==> config.mk <==
export PLATFORM = sky130hd
export DESIGN_NAME = hdr_slot_buf
export DESIGN_NICKNAME = d
export VERILOG_FILES = /design/src/rtl/hb_pkg.sv /design/src/rtl/hb_dpram.sv /design/src/rtl/hb_slot_pick.sv /design/src/rtl/hb_slot_status.sv /design/src/rtl/hdr_slot_buf.sv
export SDC_FILE = /design/constraint.sdc
export NUM_CORES = 2
export LEC_CHECK = 0
export ABC_CLOCK_PERIOD_IN_PS = 4700
export BUFFER_PORTS_ARGS = -buffer_cell sky130_fd_sc_hd__buf_2
export CORE_ASPECT_RATIO = 1.25
export CORE_MARGIN = 2
export CORE_UTILIZATION = 60
export CTS_BUF_LIST = sky130_fd_sc_hd__clkbuf_8
export DETAILED_ROUTE_END_ITERATION = 8
export GPL_TIMING_DRIVEN = 0
export PLACE_DENSITY_LB_ADDON = 0.1
export SKIP_LAST_GASP = 1
export SYNTH_ARGS = -nofsm -noshare
export SYNTH_HDL_FRONTEND = slang
export SYNTH_SLANG_ARGS = --single-unit
export TNS_END_PERCENT = 5
==> constraint.sdc <==
create_clock -name clk -period 4.7 [get_ports clk]
set_input_delay 0.47 -clock clk [delete_from_list [all_inputs] [get_ports clk]]
set_output_delay 0.47 -clock clk [all_outputs]
set_load 0.02 [all_outputs]
==> src/rtl/hb_pkg.sv <==
package hb_pkg;
  localparam int unsigned HB_SLOTS_DEF = 4;
  localparam int unsigned HB_REGS_DEF  = 32;
  localparam int unsigned HB_WORD_DEF  = 16;
  localparam int unsigned HB_ID_DEF    = 12;
endpackage

==> src/rtl/hb_dpram.sv <==
module hb_dpram #(
  parameter int unsigned DEPTH = 128,
  parameter int unsigned W     = 16,
  localparam int unsigned AW   = $clog2(DEPTH)
) (
  input  logic          clk,
  input  logic          we,
  input  logic [AW-1:0] waddr,
  input  logic [W-1:0]  wdata,
  input  logic          re,
  input  logic [AW-1:0] raddr,
  output logic [W-1:0]  rdata
);
  logic [W-1:0] mem [DEPTH];

  // Independent write port
  always_ff @(posedge clk) begin
    if (we) mem[waddr] <= wdata;
  end

  // Independent registered read port
  always_ff @(posedge clk) begin
    if (re) rdata <= mem[raddr];
  end
endmodule

==> src/rtl/hb_slot_pick.sv <==
module hb_slot_pick #(
  parameter int unsigned N = 4,
  localparam int unsigned SW = (N > 1) ? $clog2(N) : 1
) (
  input  logic [N-1:0]  free_vec,
  input  logic [N-1:0]  full_vec,
  input  logic [SW-1:0] last_idx,
  output logic [SW-1:0] lf_idx,
  output logic          lf_any,
  output logic [SW-1:0] rr_idx,
  output logic          rr_any
);
  // Lowest-numbered free slot: scan downward so the lowest hit is kept
  always_comb begin
    lf_any = 1'b0;
    lf_idx = '0;
    for (int i = N - 1; i >= 0; i--) begin
      if (free_vec[i]) begin
        lf_any = 1'b1;
        lf_idx = SW'(i);
      end
    end
  end

  // Round-robin among full slots, starting one past last_idx
  always_comb begin
    rr_any = 1'b0;
    rr_idx = '0;
    for (int k = N; k >= 1; k--) begin
      int unsigned j;
      j = (int'(last_idx) + k) % N;
      if (full_vec[j]) begin
        rr_any = 1'b1;
        rr_idx = SW'(j);
      end
    end
  end
endmodule

==> src/rtl/hb_slot_status.sv <==
module hb_slot_status #(
  parameter int unsigned N = 4
) (
  input  logic         clk,
  input  logic         rst_n,
  input  logic [N-1:0] set_vec,
  input  logic [N-1:0] clr_vec,
  input  logic         stray_rel,
  output logic [N-1:0] status,
  output logic         all_full,
  output logic         all_empty,
  output logic         err
);
  always_ff @(posedge clk) begin
    if (!rst_n) begin
      status <= '0;
      err    <= 1'b0;
    end else begin
      status <= (status | set_vec) & ~clr_vec;
      err    <= (|(set_vec & clr_vec)) | stray_rel;
    end
  end

  assign all_full  = &status;
  assign all_empty = ~|status;
endmodule

==> src/rtl/hdr_slot_buf.sv <==
module hdr_slot_buf
  import hb_pkg::*;
#(
  parameter int unsigned NUM_SLOTS = HB_SLOTS_DEF,
  parameter int unsigned NUM_REGS  = HB_REGS_DEF,
  parameter int unsigned WORD_W    = HB_WORD_DEF,
  parameter int unsigned ID_W      = HB_ID_DEF,
  localparam int unsigned SW    = (NUM_SLOTS > 1) ? $clog2(NUM_SLOTS) : 1,
  localparam int unsigned RAW   = $clog2(NUM_REGS),
  localparam int unsigned DEPTH = NUM_SLOTS * NUM_REGS,
  localparam int unsigned MAW   = $clog2(DEPTH)
) (
  input  logic              clk,
  input  logic              rst_n,
  input  logic              wr_valid,
  output logic              wr_ready,
  input  logic [RAW-1:0]    wr_addr,
  input  logic [WORD_W-1:0] wr_data,
  input  logic              wr_last,
  input  logic [ID_W-1:0]   wr_pkt_id,
  output logic [SW-1:0]     wr_slot,
  output logic              rd_valid,
  input  logic              rd_ready,
  output logic [SW-1:0]     rd_slot,
  output logic [ID_W-1:0]   rd_pkt_id,
  input  logic              rd_en,
  input  logic [RAW-1:0]    rd_addr,
  output logic [WORD_W-1:0] rd_data,
  input  logic              rd_release,
  output logic              buf_full,
  output logic              buf_empty,
  output logic              proto_err
);
  logic [NUM_SLOTS-1:0] status, set_vec, clr_vec;
  logic                 wr_busy_q, rd_busy_q;
  logic [SW-1:0]        wr_slot_q, rd_cur_q, last_q;
  logic [SW-1:0]        lf_idx, rr_idx, wr_tgt;
  logic                 lf_any, rr_any, wr_fire, rel_ok, stray;
  logic [ID_W-1:0]      id_q [NUM_SLOTS];

  hb_slot_pick #(.N(NUM_SLOTS)) u_pick (
    .free_vec(~status), .full_vec(status), .last_idx(last_q),
    .lf_idx(lf_idx), .lf_any(lf_any), .rr_idx(rr_idx), .rr_any(rr_any)
  );

  // Writer side: a started record keeps its slot until the final word
  assign wr_tgt   = wr_busy_q ? wr_slot_q : lf_idx;
  assign wr_slot  = wr_tgt;
  assign wr_ready = wr_busy_q | lf_any;
  assign wr_fire  = wr_valid & wr_ready;
  assign set_vec  = (wr_fire && wr_last) ? (NUM_SLOTS'(1) << wr_tgt) : '0;

  always_ff @(posedge clk) begin
    if (!rst_n) begin
      wr_busy_q <= 1'b0;
      wr_slot_q <= '0;
    end else if (wr_fire) begin
      wr_busy_q <= ~wr_last;
      wr_slot_q <= wr_tgt;
    end
  end

  always_ff @(posedge clk) begin
    if (!rst_n) begin
      for (int s = 0; s < NUM_SLOTS; s++) id_q[s] <= '0;
    end else if (wr_fire && wr_last) begin
      id_q[wr_tgt] <= wr_pkt_id;
    end
  end

  // Reader side: offer, claim, release
  assign rd_valid  = ~rd_busy_q & rr_any;
  assign rd_slot   = rr_idx;
  assign rd_pkt_id = id_q[rr_idx];
  assign rel_ok    = rd_release & rd_busy_q;
  assign stray     = rd_release & ~rd_busy_q;
  assign clr_vec   = rel_ok ? (NUM_SLOTS'(1) << rd_cur_q) : '0;

  always_ff @(posedge clk) begin
    if (!rst_n) begin
      rd_busy_q <= 1'b0;
      rd_cur_q  <= '0;
      last_q    <= SW'(NUM_SLOTS - 1);
    end else if (rd_valid && rd_ready) begin
      rd_busy_q <= 1'b1;
      rd_cur_q  <= rr_idx;
    end else if (rel_ok) begin
      rd_busy_q <= 1'b0;
      last_q    <= rd_cur_q;
    end
  end

  hb_slot_status #(.N(NUM_SLOTS)) u_status (
    .clk(clk), .rst_n(rst_n), .set_vec(set_vec), .clr_vec(clr_vec),
    .stray_rel(stray), .status(status), .all_full(buf_full),
    .all_empty(buf_empty), .err(proto_err)
  );

  hb_dpram #(.DEPTH(DEPTH), .W(WORD_W)) u_ram (
    .clk(clk),
    .we(wr_fire),
    .waddr(MAW'(wr_tgt) * MAW'(NUM_REGS) + MAW'(wr_addr)),
    .wdata(wr_data),
    .re(rd_en & rd_busy_q),
    .raddr(MAW'(rd_cur_q) * MAW'(NUM_REGS) + MAW'(rd_addr)),
    .rdata(rd_data)
  );
endmodule

==> results.toml <==
[status]
status = "finished, violations left"
violations = "max-capacitance violations, max-slew violations, negative setup slack"

[routing]
drt_iter0_markers = 8502
highest_layer = "met5"
met2_length_um = 123000
vias = 46500
drt-met1-wl_um = 89500
ant_nets = 0
drc = 0
firstDrtPassIters = 6
met3_length_um = 38400
routed_wirelength_um = 275000
viasPerCell = 7.17
wl_per_cell_um = 42.4

[logic_synthesis]
ys_seq_elements = 2125
synth_top_area_share_pct = 77.1
syn_nets = 3950
netlist.top_cell.by_area = "edfxtp_1"
synth_async_sr_flop_share_pct = 0
ys_seq_area_share_pct = 77.5
yosys-top-cells-area = "edfxtp_1 (77%), mux4_2 (12%), mux2i_1 (3.0%)"
ys.flop_type = "edfxtp_1"
synth_edf_count = 2112
synthDistinctLibCells = 54
yosys_warnings = 0
avgSynthCellArea_um2 = 21.1
synth_area_um2 = 82200
netlist_instances = 3905

[worst_setup_path]
cp_max_fo = 10
cp_top_family = "buffers and inverters"
critPathMaxStageDelay_ns = 1.11
rrSetupSlack_ns = -0.04
cp-end-kind = "flop"
critPathArrivalTime_ns = 5.63
setup.worst_path.start_class = "input port"
crit_top_cell = "buf_2"
critical_path.cell_chain = "buf_2 -> buf_2 -> inv_2 -> buf_2 -> clkbuf_1 -> clkbuf_1 -> o21ai_0 -> a32oi_1 -> o211ai_1"
required_ns = 5.41
crit_path_top_delay_cell = "clkbuf_1"
worst-path-buf-inv = 6
critPathKind = "in2reg"

[cts]
cts_sinks = 2125
clockBufferDepth = 4
cts_root_buf = "clkbuf_8"
clk-insertion-delay-late_ns = 1.06
htreeDepth = 5
cts_setup_buffers = 0
numCtsBuffers = 329
cts_tree = "built"
clk_pin_slew_ns = 0.06

[timing]
worstMarginPinSlew_ns = 1.65
max_freq_mhz = 203
fin_skew_ns = 0.0652
layout_setup_ws_ns = -0.227
setup_viol = 13
fin_crit_ns = 4.93
max-slew-margin-rel_pct = -9.81
finalCritPeriodShare_pct = 105
rsz0062_at_grt = "false"
finalMaxSlewViolations = 88
hold_violations = 0

[global_routing]
grt_pass1_wl_um = 368000
antenna_found_initial = 14
track_usage_pct = 39.9
grt_overflow_total = 0
grt_max_degree = 101
grt_pass1_vias = 44800

[place]
dp_hpwl_um = 185000
portBuffers = 77
dpl_cell_area_um2 = 88000
place.gp.congestion = 1.05

[die]
dieArea_um2 = 140000
start_util_pct = 60.5
placementRows = 151
die_w_um = 335
dieHeight_um = 418
io_pins = 82
coreArea_um2 = 136000

[layout]
final_area_um2 = 93900
nets = 4537
fin_util_pct = 69.1
drive_above_1_share_pct = 27.9
syn_to_final_growth_pct = 14.3
final_cell_mix = "edfxtp_1 (2,112), mux4_2 (448), clkbuf_8 (338)"
mostFrequentLayoutCell = "edfxtp_1"

[flow_run]
cap_viol_max_count = 8

[pwr]
powerDensity_nw_per_um2 = 396
p_leak_nw = 30.6
vdd_drop_max_mv = 0.256

[hold_path]
min_path_type = "in2reg"
area by class of cell:
| cell class | count | area [um2] |
|---|---|---|
| antenna | 10 | 25.0 |
| tap | 1759 | 2200 |
| clock inverter | 214 | 923 |
| multi-input combinational | 1537 | 17600 |
| fill | 8418 | 41900 |
| buffer | 217 | 1220 |
| timing repair buffer | 256 | 3520 |
| sequential | 2125 | 63700 |
| clock buffer | 338 | 4650 |
| inverter | 26 | 97.6 |
report_power, final:
| group | leakage [nW] | internal [mW] | switching (mW) |
|---|---|---|---|
| clock | 3.24 | 6.74 | 7.03 |
| combinational | 8.24 | 0.733 | 1.78 |
| sequential | 19.2 | 20.9 | 0.0211 |
registers in the layout, summed over array words and instances, names as in the netlist:
| signal | flops |
|---|---|
| u_status.status | 4 |
| u_ram.rdata | 16 |
| rd_cur_q | 2 |
| wr_slot_q | 2 |
| last_q | 2 |
| rd_busy_q | 1 |
| wr_busy_q | 1 |
| u_status.err | 1 |
| id_q | 48 |
| u_ram.mem | 2048 |
synthesized netlist by cell type, drive strengths merged, types with 2 or more instances:
master and n:
edfxtp 2112, nor3b 2, nor3 22, nor2 199, o21a 2, dfxtp 13, mux4 448, o22ai 28
nor2b 30, o211ai 5, nand3b 2, nand4b 2, mux2 7, clkbuf 94, a32oi 6, a211oi 38
a22oi 70, nor4 4, o21ai 27, nand4 11, a31oi 9, a21o 2, nand3 39, and2 11
a221oi 13, a21oi 78, o41ai 2, clkinv 2, nand2b 10, mux2i 250, a22o 8, buf 123
a311oi 4, or2 3, a2111oi 7, and3 6, xnor2 2, o221ai 37, o31ai 6, a2bb2oi 4
o2111ai 4, or3 3, inv 24, nand2 131
through the flow:
stage               instances  TNS, ns  hold WS (ns)  total power [mW]  setup WS (ns)
global route             6476        0         0.300              38.0         0.0505
floorplan                3905        0         0.469              22.4           1.80
CTS                      6469        0         0.232              37.1         0.0771
finish                   6482   -0.772         0.301              37.2         -0.227
global placement         5741   -96.33         0.487              23.6          -1.35
detailed placement       5884    -9.59         0.499              23.7          -1.07
cell families after synthesis:
logic type,share of synthesized area (%)
AO/OA/AOI/OAI,3.01
XOR/XNOR,0.0213
buffers and inverters,1.58
flip-flops,77.5
multiplexers,15.4
AND/OR/NAND/NOR,2.53
worst paths after layout:
path / start / to / cells past startpoint
setup / recovery: rd_addr[3] / u_ram.rdata[9]$_DFFE_PP_ / 9
hold / removal: wr_pkt_id[8] / id_q[3][8]$_DFFE_PP_ / 4
setup reg to reg: u_status.status[0]$_SDFF_PN0_ / u_ram.mem[93][11]$_DFFE_PP_ / 8
hold reg to reg: wr_slot_q[0]$_SDFFE_PN0P_ / wr_slot_q[0]$_SDFFE_PN0P_ / 2
layer usage:
metal | up-vias | GRT usage (%)
li1 | 17500 | -
met1 | 23800 | 50.0
met2 | 4249 | 59.2
met3 | 937 | 13.6
met4 | 12 | 27.8
met5 | - | 0
what timing repair did:
action                                  4_1_cts  5_1_grt
endpoints found under the setup margin        0        0
hold endpoints to repair                    717        0
resized for setup                             0        0
hold buffers                                 33        0
worst min-delay path, stage by stage:
cell	delay, ns
dlygate4sd3_1	0.51
buf_2	0.09
nand2_1	0.09
inv_1	0.07
No activity file was read; power rests on OpenSTA's default activity.
